<file path="src/rtl/mbx_flag_pkg.sv">
package mbx_flag_pkg;
  // event kind position within evt_valid / evt_idx
  typedef enum int unsigned {
    EV_RX = 0,
    EV_TX = 1,
    EV_AB = 2
  } evt_kind_e;

  localparam int unsigned EV_N = 3;

  // register word offsets
  localparam int unsigned OFF_RX  = 0;
  localparam int unsigned OFF_UR  = 1;
  localparam int unsigned OFF_TX  = 2;
  localparam int unsigned OFF_AB  = 3;
  localparam int unsigned OFF_MSK = 4;
  localparam int unsigned OFF_OVL = 5;
endpackage

</file>
<file path="src/rtl/mbx_idx_decode.sv">
module mbx_idx_decode #(
  parameter int N  = 16,
  parameter int IW = 4
) (
  input  logic          valid,
  input  logic [IW-1:0] idx,
  output logic [N-1:0]  hot
);
  for (genvar i = 0; i < N; i++) begin : g_bit
    assign hot[i] = valid && (idx == IW'(i));
  end
endmodule

</file>
<file path="src/rtl/mbx_w1c_bank.sv">
module mbx_w1c_bank #(
  parameter int         N   = 16,
  parameter logic [N-1:0] RSV = '0
) (
  input  logic         clk,
  input  logic         rst_n,
  input  logic [N-1:0] set,
  input  logic [N-1:0] clr,
  output logic [N-1:0] q
);
  for (genvar i = 0; i < N; i++) begin : g_flag
    if (RSV[i]) begin : g_rsv
      assign q[i] = 1'b0;
    end else begin : g_ff
      logic f;
      always_ff @(posedge clk) begin
        if (!rst_n) f <= 1'b0;
        else        f <= set[i] | (f & ~clr[i]);
      end
      assign q[i] = f;
    end
  end
endmodule

</file>
<file path="src/rtl/mbx_status_bank.sv">
module mbx_status_bank
  import mbx_flag_pkg::*;
#(
  parameter int MBOX_N = 16,
  parameter int IDX_W  = 4,
  parameter int ADDR_W = 3
) (
  input  logic                  clk,
  input  logic                  rst_n,
  input  logic [2:0]            evt_valid,
  input  logic [3*IDX_W-1:0]    evt_idx,
  input  logic                  ovl_pulse,
  input  logic                  wr_en,
  input  logic [ADDR_W-1:0]     addr,
  input  logic [MBOX_N-1:0]     wdata,
  output logic [MBOX_N-1:0]     rdata,
  output logic                  irq
);
  localparam int HALF = MBOX_N / 2;
  localparam logic [MBOX_N-1:0] RSV0 = MBOX_N'(1);

  // decoded events, one row per kind
  logic [MBOX_N-1:0] ev_hot [EV_N];
  for (genvar k = 0; k < int'(EV_N); k++) begin : g_dec
    mbx_idx_decode #(.N(MBOX_N), .IW(IDX_W)) u_dec (
      .valid (evt_valid[k]),
      .idx   (evt_idx[k*IDX_W +: IDX_W]),
      .hot   (ev_hot[k])
    );
  end

  // register byte lanes hold mailboxes in swapped order
  logic [MBOX_N-1:0] wd_mb;
  assign wd_mb = {wdata[HALF-1:0], wdata[MBOX_N-1:HALF]};

  function automatic logic [MBOX_N-1:0] to_reg(input logic [MBOX_N-1:0] mb);
    return {mb[HALF-1:0], mb[MBOX_N-1:HALF]};
  endfunction

  function automatic logic [MBOX_N-1:0] clr_for(input int unsigned off);
    return (wr_en && addr == ADDR_W'(off)) ? wd_mb : '0;
  endfunction

  logic [MBOX_N-1:0] rx_q, ur_q, tx_q, ab_q, mask_q;
  logic              ovl_q, ovl_msk_q;

  mbx_w1c_bank #(.N(MBOX_N)) u_rx (
    .clk(clk), .rst_n(rst_n), .set(ev_hot[EV_RX]), .clr(clr_for(OFF_RX)), .q(rx_q));

  // overwrite detection uses the flag value held before this edge
  mbx_w1c_bank #(.N(MBOX_N)) u_ur (
    .clk(clk), .rst_n(rst_n), .set(ev_hot[EV_RX] & rx_q), .clr(clr_for(OFF_UR)), .q(ur_q));

  mbx_w1c_bank #(.N(MBOX_N), .RSV(RSV0)) u_tx (
    .clk(clk), .rst_n(rst_n), .set(ev_hot[EV_TX]), .clr(clr_for(OFF_TX)), .q(tx_q));

  mbx_w1c_bank #(.N(MBOX_N), .RSV(RSV0)) u_ab (
    .clk(clk), .rst_n(rst_n), .set(ev_hot[EV_AB]), .clr(clr_for(OFF_AB)), .q(ab_q));

  always_ff @(posedge clk) begin
    if (!rst_n) begin
      mask_q    <= '1;
      ovl_q     <= 1'b0;
      ovl_msk_q <= 1'b1;
    end else begin
      if (wr_en && addr == ADDR_W'(OFF_MSK)) mask_q <= wd_mb;
      if (wr_en && addr == ADDR_W'(OFF_OVL)) ovl_msk_q <= wdata[1];
      ovl_q <= ovl_pulse | (ovl_q & ~(wr_en && addr == ADDR_W'(OFF_OVL) && wdata[0]));
    end
  end

  always_comb begin
    rdata = '0;
    case (int'(addr))
      OFF_RX:  rdata = to_reg(rx_q);
      OFF_UR:  rdata = to_reg(ur_q);
      OFF_TX:  rdata = to_reg(tx_q);
      OFF_AB:  rdata = to_reg(ab_q);
      OFF_MSK: rdata = to_reg(mask_q);
      OFF_OVL: rdata = MBOX_N'({ovl_msk_q, ovl_q});
      default: rdata = '0;
    endcase
  end

  assign irq = (|((rx_q | ur_q | tx_q | ab_q) & ~mask_q)) | (ovl_q & ~ovl_msk_q);
endmodule

</file>
<file path="config.mk">
export PLATFORM = sky130hd
export DESIGN_NAME = mbx_status_bank
export DESIGN_NICKNAME = d
export VERILOG_FILES = /design/src/rtl/mbx_flag_pkg.sv /design/src/rtl/mbx_idx_decode.sv /design/src/rtl/mbx_w1c_bank.sv /design/src/rtl/mbx_status_bank.sv
export SDC_FILE = /design/constraint.sdc
export NUM_CORES = 1
export LEC_CHECK = 0
export BUFFER_PORTS_ARGS = -buffer_cell sky130_fd_sc_hd__buf_2
export CORE_ASPECT_RATIO = 0.7
export CORE_MARGIN = 1
export CORE_UTILIZATION = 62
export CTS_BUF_LIST = sky130_fd_sc_hd__clkbuf_16
export DETAILED_ROUTE_END_ITERATION = 16
export GPL_TIMING_DRIVEN = 0
export PLACE_DENSITY = 0.85
export SLEW_MARGIN = 20
export SYNTH_ARGS = -nofsm -noshare
export SYNTH_HDL_FRONTEND = slang
export SYNTH_SLANG_ARGS = --single-unit
export TNS_END_PERCENT = 30
</file>
<file path="constraint.sdc">
create_clock -name clk -period 4.7 [get_ports clk]
set_clock_uncertainty 0.1 [all_clocks]
set_input_delay 1.175 -clock clk [delete_from_list [all_inputs] [get_ports clk]]
set_output_delay 1.175 -clock clk [all_outputs]
set_load 0.01 [all_outputs]
</file>
==> results.md <==
- Status: finished, final reports clean
- Num ports: 55
- Initial core utilization: 0.655
- Fmax: approximately 250 MHz
- Clk_lat worst skew: 0.35 ns
- Share of cells above drive strength 1: 0.150
- Crit start category: input pin
- CP cell instances: buf_2 > buf_4 > buf_2 > nor2b_1 > a22oi_1 > o22ai_1 > buf_2
- Fin. Hold Viols: 0
- PD cells: 323 mW/mm2
- Critical Path Source: addr[2]
- Dpl hpwl: 9.90 mm
- Root buf cell: clkbuf_16
- Crit Path Max Fanout: 10
- H-tree depth: 3
- Pre-CTS setup slack: roughly 0.82 ns
- Max_cap viols: 0
- IO Port Bufs: 46
- Diode count: 0
- Pin count of the biggest net entering global routing: 14
- CTS sink count: 80
- Leak: between 1.5 and 2 nW
- Via density: around 6.6
- Final setup violation count: 0
- Post-CTS Setup Inserts: 0
- Top cell by count, worst path: buf_2
- Final Power: 1.54 mW
- Sequential-to-total area share from yosys stat: 0.384
- Crit path DAT: 2.70 ns
- RR Startpoint: u_rx.g_flag[13].g_ff.f
- First-pass GRT wire length: 21.8 mm
- Post-CTS Resized: 0
- Post-synthesis cell count: between 500 and 600
- Post-Synthesis Net Count: between 500 and 600
- Worst vdd ir: approximately 230 uV
- WL/cell: between 20 and 25 um
- HP Start: mask_q[5]
- Num CTS Buffers: 9
- Post-cts hold buffer count: 0
- Cell total after placement: between 600 and 700
- Clock Path Buffers: 2
- DR vias: approximately 4500
- Core area: 0.00637 mm2
- Number of global-route vias before repair: ~4200
- CP required: approximately 3.4 ns
- Setup TNS: 0 ns
- Die W: 100 um
- GRT Total Usage: 0.415
- # rows: 24
- P&R area growth vs syn: 14.6%
- Grt ovf: 0
- Util after Layout: 0.751
- Worst slew margin: 0.531
- NumNets Final: 618
- Reg clk slew, reported paths: 0.06 ns
- Final worst-path cycle share: 0.846
- RSZ-0062 raised after global routing: false
- Die footprint: 0.00707 mm2
- Initial antenna violation count: 0
- Synth Flop Type: dfxtp_1
- Worst-Margin Slew: approximately 0.70 ns
- CTS tree: yes
- Async S/R FF share, synth: 0
- Critical-path top delay cell: nor2b_1
- Tmin final: around 4.0 ns
- Setup CP Type: in -> out
- Final WS setup: 0.724 ns
- Avg Synthesized Cell Area: roughly 8.0 um2
- Yosys warns: 0
- Initial DRC Count: ~710
- Synth Cell Area: between 0.004 and 0.005 mm2
- DRC Markers: 0
- Final Routed Wirelength: between 10 and 15 mm
- Commonest non-fill, non-tap cell in the layout: nand2_1
- Die Span Y: between 70 and 80 um
- Synth cell types: 39
- CP endpoint kind: output port
- Post-synth EDFFs: 0
- Antenna Violating Nets Remaining: 0
- Most frequent cells in the layout: 105 x nand2_1, 80 x dfxtp_1, 64 x nor2b_1
- DR pass1 iterations: 6
- Final Max Tran Viols: 0
- Gp weighted congestion: 0.969
- #FFs+latches synth: 80
- Max incr delay on CP: 0.42 ns
- Hold Crit Class: reg -> reg
- Final Non-Filler Cells: between 600 and 700
## worst paths after layout
check        cells after the start                      to  slack, ns
max                              7                rdata[7]       0.72
min                              2               mask_q[5]       0.39
max reg2reg                      2  u_ur.g_flag[13].g_ff.f       3.87
min reg2reg                      2               mask_q[5]       0.39
## stage by stage
step	hold slack (ns)	cell area [um2]
after CTS	0.388	4780
after detailed placement	0.380	4520
after global placement	0.357	4520
after floorplan	0.345	4170
after global routing	0.416	4780
final	0.389	4780
## where the power goes
part	total (mW)	internal, mW	switching [mW]
combinational	0.192	0.0718	0.120
sequential	0.707	0.693	0.0143
clock	0.645	0.352	0.293
total	1.54	1.12	0.427
## registers in the layout, indices dropped and copies added, names as in the netlist
| register | flops |
|---|---|
| mask_q | 16 |
| ovl_msk_q | 1 |
| ovl_q | 1 |
| u_ab.g_flag.g_ff.f | 15 |
| u_rx.g_flag.g_ff.f | 16 |
| u_tx.g_flag.g_ff.f | 15 |
| u_ur.g_flag.g_ff.f | 16 |
## cells in the mapped netlist (6+ instances only)
cell,n,share of area
a21oi_1,33,0.040
a22oi_1,36,0.065
buf_2,9,0.011
clkbuf_1,16,0.014
dfxtp_1,80,0.38
mux2i_1,20,0.048
nand2_1,105,0.094
nand2b_1,7,0.010
nand3_1,19,0.023
nor2_1,35,0.031
nor2b_1,64,0.096
nor3_1,6,0.0072
nor4_1,17,0.025
o22ai_1,21,0.031
## kinds of logic (layout without fill, tap and decap cells)
group,count (synthesis),count (layout),synth area share
simple gates,271,271,0.327
compound gates,105,105,0.164
flops,80,80,0.384
buf+inv,40,102,0.0504
mux,27,27,0.0750
## cell type report
cell class                 count  area, um2
timing repair buffer          46        230
multi-input combinational    403       2360
clock buffer                   9        225
buffer                        35        191
inverter                       5       18.8
fill                         516       1590
tap                           91        114
sequential                    80       1600
clock inverter                 7       40.0
## worst max-delay path, delay by kind of cell
family / cells / cell delay [ns]
simple gates: 1 / 0.42
compound gates: 2 / 0.34
buf+inv: 4 / 0.75
## layer usage
| layer | up-vias | track usage | wire length [um] |
|---|---|---|---|
| met3 | 64 | 0.149 | 2250 |
| met1 | 2078 | 0.538 | 5230 |
| met5 | - | 0 | 0 |
| li1 | 1957 | - | - |
| met4 | 0 | 0.213 | 550 |
| met2 | 377 | 0.610 | 6070 |
Note: power is estimated with default switching activity, not from simulation.
